===== config.mk =====
export PLATFORM = sky130hd
export DESIGN_NAME = burst_rd_seq
export DESIGN_NICKNAME = d
export VERILOG_FILES = /design/src/rtl/burst_pkg.sv /design/src/rtl/burst_cfg_reg.sv /design/src/rtl/burst_addr_step.sv /design/src/rtl/burst_array.sv /design/src/rtl/burst_rd_seq.sv
export SDC_FILE = /design/constraint.sdc
export NUM_CORES = 1
export LEC_CHECK = 0
export BUFFER_PORTS_ARGS = -buffer_cell sky130_fd_sc_hd__clkbuf_2
export CAP_MARGIN = 20
export CORE_ASPECT_RATIO = 1.1
export CORE_MARGIN = 3
export CORE_UTILIZATION = 60
export DETAILED_ROUTE_END_ITERATION = 6
export PLACE_DENSITY = 0.87
export SLEW_MARGIN = 20
export SYNTH_ARGS = -nofsm -noshare
export SYNTH_HDL_FRONTEND = slang
export SYNTH_SLANG_ARGS = --single-unit

===== constraint.sdc =====
create_clock -name clk -period 10.6 [get_ports clk]
set_clock_uncertainty 0.05 [all_clocks]
set_input_delay 2.12 -clock clk [delete_from_list [all_inputs] [get_ports clk]]
set_output_delay 2.12 -clock clk [all_outputs]
set_load 0.05 [all_outputs]

===== src/rtl/burst_pkg.sv =====
package burst_pkg;
  localparam int CFG_W  = 16;
  localparam int WORD_W = 32;

  // configuration bit positions
  localparam int B_ASYNC  = 15;
  localparam int B_XHI    = 13;
  localparam int B_XLO    = 11;
  localparam int B_Y2     = 9;
  localparam int B_EARLY  = 8;
  localparam int B_LINEAR = 3;
  localparam int B_LENHI  = 2;

  localparam logic [2:0] XCODE_MIN = 3'd2;
  localparam logic [2:0] XCODE_MAX = 3'd6;

  typedef enum logic [2:0] {
    LEN_4    = 3'b001,
    LEN_8    = 3'b010,
    LEN_CONT = 3'b111
  } len_e;

  typedef struct packed {
    logic       async_rd;
    logic [2:0] xcode;
    logic       y2;
    logic       rdy_early;
    logic       linear;
    len_e       len;
  } cfg_t;

  localparam cfg_t CFG_RST = '{1'b1, 3'd2, 1'b0, 1'b0, 1'b0, LEN_4};

  function automatic logic [WORD_W-1:0] arr_word(input logic [31:0] a);
    return (a * 32'h9E3779B1) ^ 32'h5A5A5A5A;
  endfunction
endpackage


===== src/rtl/burst_cfg_reg.sv =====
module burst_cfg_reg
  import burst_pkg::*;
(
  input  logic             clk,
  input  logic             rst_n,
  input  logic             pwr_dn,
  input  logic             wr_en,
  input  logic [CFG_W-1:0] wr_data,
  output cfg_t             cfg
);
  cfg_t cfg_q, cfg_d;
  logic [2:0] x_new;
  logic       x_ok;
  logic       unused_rsvd;

  assign unused_rsvd = ^{wr_data[14], wr_data[10], wr_data[7:4]};
  assign x_new = wr_data[B_XHI:B_XLO];
  assign x_ok  = (x_new >= XCODE_MIN) && (x_new <= XCODE_MAX);

  always_comb begin
    cfg_d = cfg_q;
    if (pwr_dn) begin
      cfg_d = CFG_RST;
    end else if (wr_en) begin
      cfg_d.async_rd  = wr_data[B_ASYNC];
      cfg_d.y2        = wr_data[B_Y2];
      cfg_d.rdy_early = wr_data[B_EARLY];
      cfg_d.linear    = wr_data[B_LINEAR];
      if (x_ok) cfg_d.xcode = x_new;
      case (wr_data[B_LENHI:0])
        LEN_4, LEN_8, LEN_CONT: cfg_d.len = len_e'(wr_data[B_LENHI:0]);
        default: ;
      endcase
    end
  end

  always_ff @(posedge clk or negedge rst_n) begin
    if (!rst_n) cfg_q <= CFG_RST;
    else        cfg_q <= cfg_d;
  end

  assign cfg = cfg_q;

  AST_LEN_LEGAL: assert property (@(posedge clk) disable iff (!rst_n)
    cfg_q.len inside {LEN_4, LEN_8, LEN_CONT});
  AST_XCODE_RANGE: assert property (@(posedge clk) disable iff (!rst_n)
    (cfg_q.xcode >= XCODE_MIN) && (cfg_q.xcode <= XCODE_MAX));
  AST_PD_RESTORE: assert property (@(posedge clk) disable iff (!rst_n)
    pwr_dn |=> (cfg_q == CFG_RST));
endmodule


===== src/rtl/burst_addr_step.sv =====
module burst_addr_step
  import burst_pkg::*;
#(
  parameter int AW      = 20,
  parameter int GRP_LOG = 2
) (
  input  logic [AW-1:0] cur,
  input  logic          start_unal,
  input  logic          linear,
  input  len_e          len,
  output logic [AW-1:0] nxt,
  output logic          need_wait
);
  localparam int L4_LOG = 2;
  localparam int L8_LOG = 3;

  logic wrap_mode;
  assign wrap_mode = !linear && (len != LEN_CONT);

  always_comb begin
    nxt = cur + AW'(1);
    if (wrap_mode) begin
      if (len == LEN_8)
        nxt = {cur[AW-1:L8_LOG], cur[L8_LOG-1:0] + L8_LOG'(1)};
      else
        nxt = {cur[AW-1:L4_LOG], cur[L4_LOG-1:0] + L4_LOG'(1)};
    end
  end

  assign need_wait = !wrap_mode && start_unal && (nxt[GRP_LOG-1:0] == '0);
endmodule


===== src/rtl/burst_array.sv =====
module burst_array
  import burst_pkg::*;
#(
  parameter int AW = 20
) (
  input  logic              clk,
  input  logic              rst_n,
  input  logic              fetch_en,
  input  logic [AW-1:0]     fetch_addr,
  input  logic [AW-1:0]     async_addr,
  output logic [WORD_W-1:0] sync_word,
  output logic [WORD_W-1:0] async_word
);
  logic [WORD_W-1:0] word_q;

  always_ff @(posedge clk or negedge rst_n) begin
    if (!rst_n)        word_q <= '0;
    else if (fetch_en) word_q <= arr_word(32'(fetch_addr));
  end

  assign sync_word  = word_q;
  assign async_word = arr_word(32'(async_addr));
endmodule


===== src/rtl/burst_rd_seq.sv =====
module burst_rd_seq
  import burst_pkg::*;
#(
  parameter int AW      = 20,
  parameter int GRP_LOG = 2
) (
  input  logic              clk,
  input  logic              rst_n,
  input  logic              pwr_dn,
  input  logic              cfg_we,
  input  logic [CFG_W-1:0]  cfg_wdata,
  input  logic              rd_req,
  input  logic              addr_latch,
  input  logic [AW-1:0]     addr_in,
  output logic [WORD_W-1:0] data_out,
  output logic [AW-1:0]     beat_addr,
  output logic              data_valid,
  output logic              rdy_l
);
  localparam int GAP_W = 3;

  logic [1:0] rst_sync;
  logic       rst_i;

  always_ff @(posedge clk or negedge rst_n) begin
    if (!rst_n) rst_sync <= 2'b00;
    else        rst_sync <= {rst_sync[0], 1'b1};
  end
  assign rst_i = rst_sync[1];

  cfg_t cfg;
  burst_cfg_reg u_cfg (
    .clk(clk), .rst_n(rst_i), .pwr_dn(pwr_dn),
    .wr_en(cfg_we), .wr_data(cfg_wdata), .cfg(cfg)
  );

  logic             active_q, active_d;
  logic [GAP_W-1:0] gap_q, gap_d;
  logic [AW-1:0]    cur_q, cur_d;
  logic             unal_q, unal_d;
  logic             wpend_q, wpend_d;
  logic             dv_q, dv_d;
  logic             rdy_q, rdy_d;
  logic [AW-1:0]    baddr_q, baddr_d;
  logic             fetch_en;
  logic [AW-1:0]    nxt;
  logic             need_wait;
  logic             start, stop;
  logic [WORD_W-1:0] sync_word, async_word;

  burst_addr_step #(.AW(AW), .GRP_LOG(GRP_LOG)) u_step (
    .cur(cur_q), .start_unal(unal_q), .linear(cfg.linear), .len(cfg.len),
    .nxt(nxt), .need_wait(need_wait)
  );

  burst_array #(.AW(AW)) u_arr (
    .clk(clk), .rst_n(rst_i), .fetch_en(fetch_en), .fetch_addr(cur_q),
    .async_addr(addr_in), .sync_word(sync_word), .async_word(async_word)
  );

  assign start = !cfg.async_rd && rd_req && addr_latch;
  assign stop  = pwr_dn || cfg.async_rd || !rd_req;

  always_comb begin
    active_d = active_q;
    gap_d    = gap_q;
    cur_d    = cur_q;
    unal_d   = unal_q;
    wpend_d  = wpend_q;
    baddr_d  = baddr_q;
    dv_d     = 1'b0;
    rdy_d    = 1'b1;
    fetch_en = 1'b0;
    if (stop) begin
      active_d = 1'b0;
    end else if (start) begin
      active_d = 1'b1;
      cur_d    = addr_in;
      unal_d   = (addr_in[GRP_LOG-1:0] != '0);
      gap_d    = cfg.xcode;
      wpend_d  = 1'b0;
    end else if (active_q) begin
      if (gap_q == '0) begin
        dv_d     = 1'b1;
        fetch_en = 1'b1;
        baddr_d  = cur_q;
        cur_d    = nxt;
        wpend_d  = need_wait;
        gap_d    = GAP_W'(cfg.y2) + GAP_W'(need_wait);
        if (cfg.rdy_early && need_wait) rdy_d = 1'b0;
      end else begin
        gap_d = gap_q - GAP_W'(1);
        if (!cfg.rdy_early && wpend_q && (gap_q == GAP_W'(1))) rdy_d = 1'b0;
      end
    end
  end

  always_ff @(posedge clk or negedge rst_i) begin
    if (!rst_i) begin
      active_q <= 1'b0;
      gap_q    <= '0;
      cur_q    <= '0;
      unal_q   <= 1'b0;
      wpend_q  <= 1'b0;
      dv_q     <= 1'b0;
      rdy_q    <= 1'b1;
      baddr_q  <= '0;
    end else begin
      active_q <= active_d;
      gap_q    <= gap_d;
      cur_q    <= cur_d;
      unal_q   <= unal_d;
      wpend_q  <= wpend_d;
      dv_q     <= dv_d;
      rdy_q    <= rdy_d;
      baddr_q  <= baddr_d;
    end
  end

  assign data_out   = cfg.async_rd ? async_word : sync_word;
  assign beat_addr  = cfg.async_rd ? addr_in : baddr_q;
  assign data_valid = dv_q;
  assign rdy_l      = rdy_q;

  AST_ASYNC_QUIET: assert property (@(posedge clk) disable iff (!rst_i)
    (cfg.async_rd && $past(cfg.async_rd)) |-> (rdy_l && !data_valid));
  AST_DV_NEEDS_REQ: assert property (@(posedge clk) disable iff (!rst_i)
    data_valid |-> $past(rd_req));
  AST_WAIT_SINGLE: assert property (@(posedge clk) disable iff (!rst_i)
    !rdy_l |=> rdy_l);
  AST_Y2_SPACING: assert property (@(posedge clk) disable iff (!rst_i)
    (data_valid && $past(cfg.y2)) |=> !data_valid);
endmodule


==> results.toml <==
[status]
status = "completed"

[yosys]
synthesis.area_um2 = 18800
synth_top_area_cell = "fa_1"
syn_nets = 2616
yosys-top-cells-count = "inv_1, fa_1, ha_1"
ys_ff_latch = 92
synth.top_cell.area_share = 0.351
seq_area_frac_synth = 0.123
syn-instance-count = 1965
synth.avg_cell_area_um2 = 9.56
yosysUniqueCellTypes = 73
yosysWarnings = 0
synth_area_leaders = "fa_1, ha_1, dfrtp_1"
async_flop_share = 1.00
synthFlopType = "dfrtp_1"
synth_edf_count = 0
synth_most_common_cell = "inv_1"

[routing]
vias = 14408
drt-initial-drc-count = 1172
drt_pass1_iterations = 5
drc = 0
wire_per_inst_um = 20.7
viasPerCell = 5.74
drt-total-wl_um = 51800
ant_nets = 0

[global_route]
grtUsageMet3 = 0.0326
grt_max_degree = 85
use_met2 = 0.568
grt_pass1_wl_um = 81900
grt_pass1_vias = 15528
grt_busiest_layer = "met2"
grt-ovfl-total = 0
antenna_found_initial = 0
use_met1 = 0.378
track_usage = 0.318

[critical_path]
worstPathArrival_ns = 8.33
worstReg2RegStart = "cur_q[2]"
crit_family = "adder cells"
cp_common_cell = "fa_1"
crit_cells = 24
path_cells = "clkbuf_2, fa_1, buf_4, inv_1, fa_1, fa_1, inv_1, fa_1, fa_1, fa_1, ha_1, ha_2, nor2_1, nor2_1, o41ai_2, buf_4, nor3b_4, a21oi_2, a41oi_2, buf_4, a2111o_1, o311ai_2, buf_4, buf_12"
reg2reg_depth = 22
critPathSlowestCell = "fa_1"
critPathCaptureType = "output port"
worstSetupPathType = "in -> out"
cp-startpoint = "addr_in[9]"
start_kind = "input port"
crit_fanout = 5
slowest_delay_ns = 0.59
worst-path-buf-inv = 8
cp.required_ns = 8.43

[sta]
finalHoldViolations = 0
holdWs_ns = 0.159
worstMarginPinSlew_ns = 0.929
min_period_ns = 10.50
timing.final.crit_share = 0.991
setup_viol = 0
rsz0062_at_grt = "yes"
report.final.slew_viol_count = 0
fmax_ghz = 0.0952
relSlewSlack = 0.380

[cells_and_area]
area_delta_synth_final_pct = 9.37
fillCellCount = 2360
stdcell_count = 2510
drive_gt1_frac = 0.115
design_area_um2 = 20500
layout.nets = 2742
diodes = 0

[clock_tree]
clock_sinks = 92
clk_latency_ns = 0.35
cts_hold_buf = 0
ctsHtreeMaxLevel = 3
cts_tree = "done"
clockBufferDepth = 2
clk_pin_slew_ns = 0.06
clockRootBuffer = "clkbuf_16"
cts_buffers = 9

[place]
dp_hpwl_um = 43600
io_buffers = 89
place_inst = 2485
place.gp.congestion = 0.991
placed_cell_area_um2 = 20000

[floorplanning]
coreArea_um2 = 30700
die_x_um = 175
rows = 67
boundaryPins = 96
initial_core_util = 0.612
fp.dieH_um = 192
dieArea_um2 = 33500

[job]
max_cap_viol_count = 0

[hold_path]
hold_class = "reg -> async"
## registers in the layout, indices dropped and copies added, names as in the netlist
signal           flops
active_q             1
baddr_q             20
cur_q               20
data_valid           1
gap_q                3
rdy_l                1
rst_sync             2
u_arr.sync_word     32
u_cfg.cfg           10
unal_q               1
wpend_q              1
## cell type report
cell class,instances,area (µm²),area share
well taps,414,518,0.0252
repair buffers,149,941,0.0458
inverters,526,1970,0.0961
clock buffers,11,253,0.0123
flip-flops and latches,92,2310,0.112
clock inverters,5,41.3,0.00201
multi-input cells,1313,14500,0.706
## path summary, 6_finish.rpt
check	slack (ns)	to
min reg2reg	0.16	u_arr.sync_word[0]
min in group clk	0.31	rst_sync[1]
min	0.16	u_arr.sync_word[0]
max reg2reg	3.70	u_arr.sync_word[30]
max	0.1	data_out[29]
max in group asynchronous	8.90	rst_sync[1]
## layout by cell type (no fill, tap or decap), types with 4 or more instances in the layout
cell type    n
a211oi_1     9
a21o_1      21
a21oi_1     85
a21oi_2      5
a22oi_1      6
a31oi_1     14
and3_1       6
buf_2        4
buf_4       61
clkbuf_16    9
clkbuf_2    80
dfrtp_1     87
dfstp_2      4
fa_1       327
ha_1       271
ha_2         4
ha_4         5
inv_1      525
mux2_2      30
mux2i_1      6
nand2_1    130
nand2b_1     9
nand3_1     21
nand4_1      8
nor2_1      56
nor3_1      13
nor3b_1      5
nor4_1       4
o211ai_1     4
o21a_1       5
o21ai_0     80
o21ai_1     15
o21bai_1     5
o22ai_1      9
o31ai_1      5
or2_2        6
or3_1        7
xnor2_1     70
xor2_1      19
## what timing repair did
action                                  in CTS  in global routing
endpoints found under the setup margin       3                  8
resized for setup                            5                 33
pin swaps                                    1                 14
setup buffers                                1                  8
## logic make-up (layout without fill, tap and decap cells)
logic type                 after synthesis  count (layout)  share of synthesized area
muxes                                   36              36                     0.0212
other                                    1               1                   0.000200
and+or+nand+nor                        283             283                     0.0692
buffers and inverters                  560             691                      0.112
xor gates and xnor gates                89              89                     0.0415
AOI/OAI and AO/OA                      295             295                     0.0960
adders and majority gates              609             609                      0.537
DFF                                     92              92                      0.123
## metal layers
layer  part of all wire  wire length (µm)
met1               0.36             18600
met2               0.51             26500
met3              0.059              3070
met4              0.070              3640
met5                  0                 0
## metrics by stage
stage          setup TNS (ns)   util  worst slack, ns
6_report                    0  0.670           0.0975
5_1_grt               -0.0540  0.670          -0.0331
4_1_cts                     0  0.664           0.0243
2_1_floorplan               0      -           0.0813
3_3_place_gp          -0.0169  0.653          -0.0169
3_5_place_dp           -0.118  0.653           -0.106
Power is not shown: default switching activity piles up to over one toggle a cycle in this logic, so the estimate is an artifact.
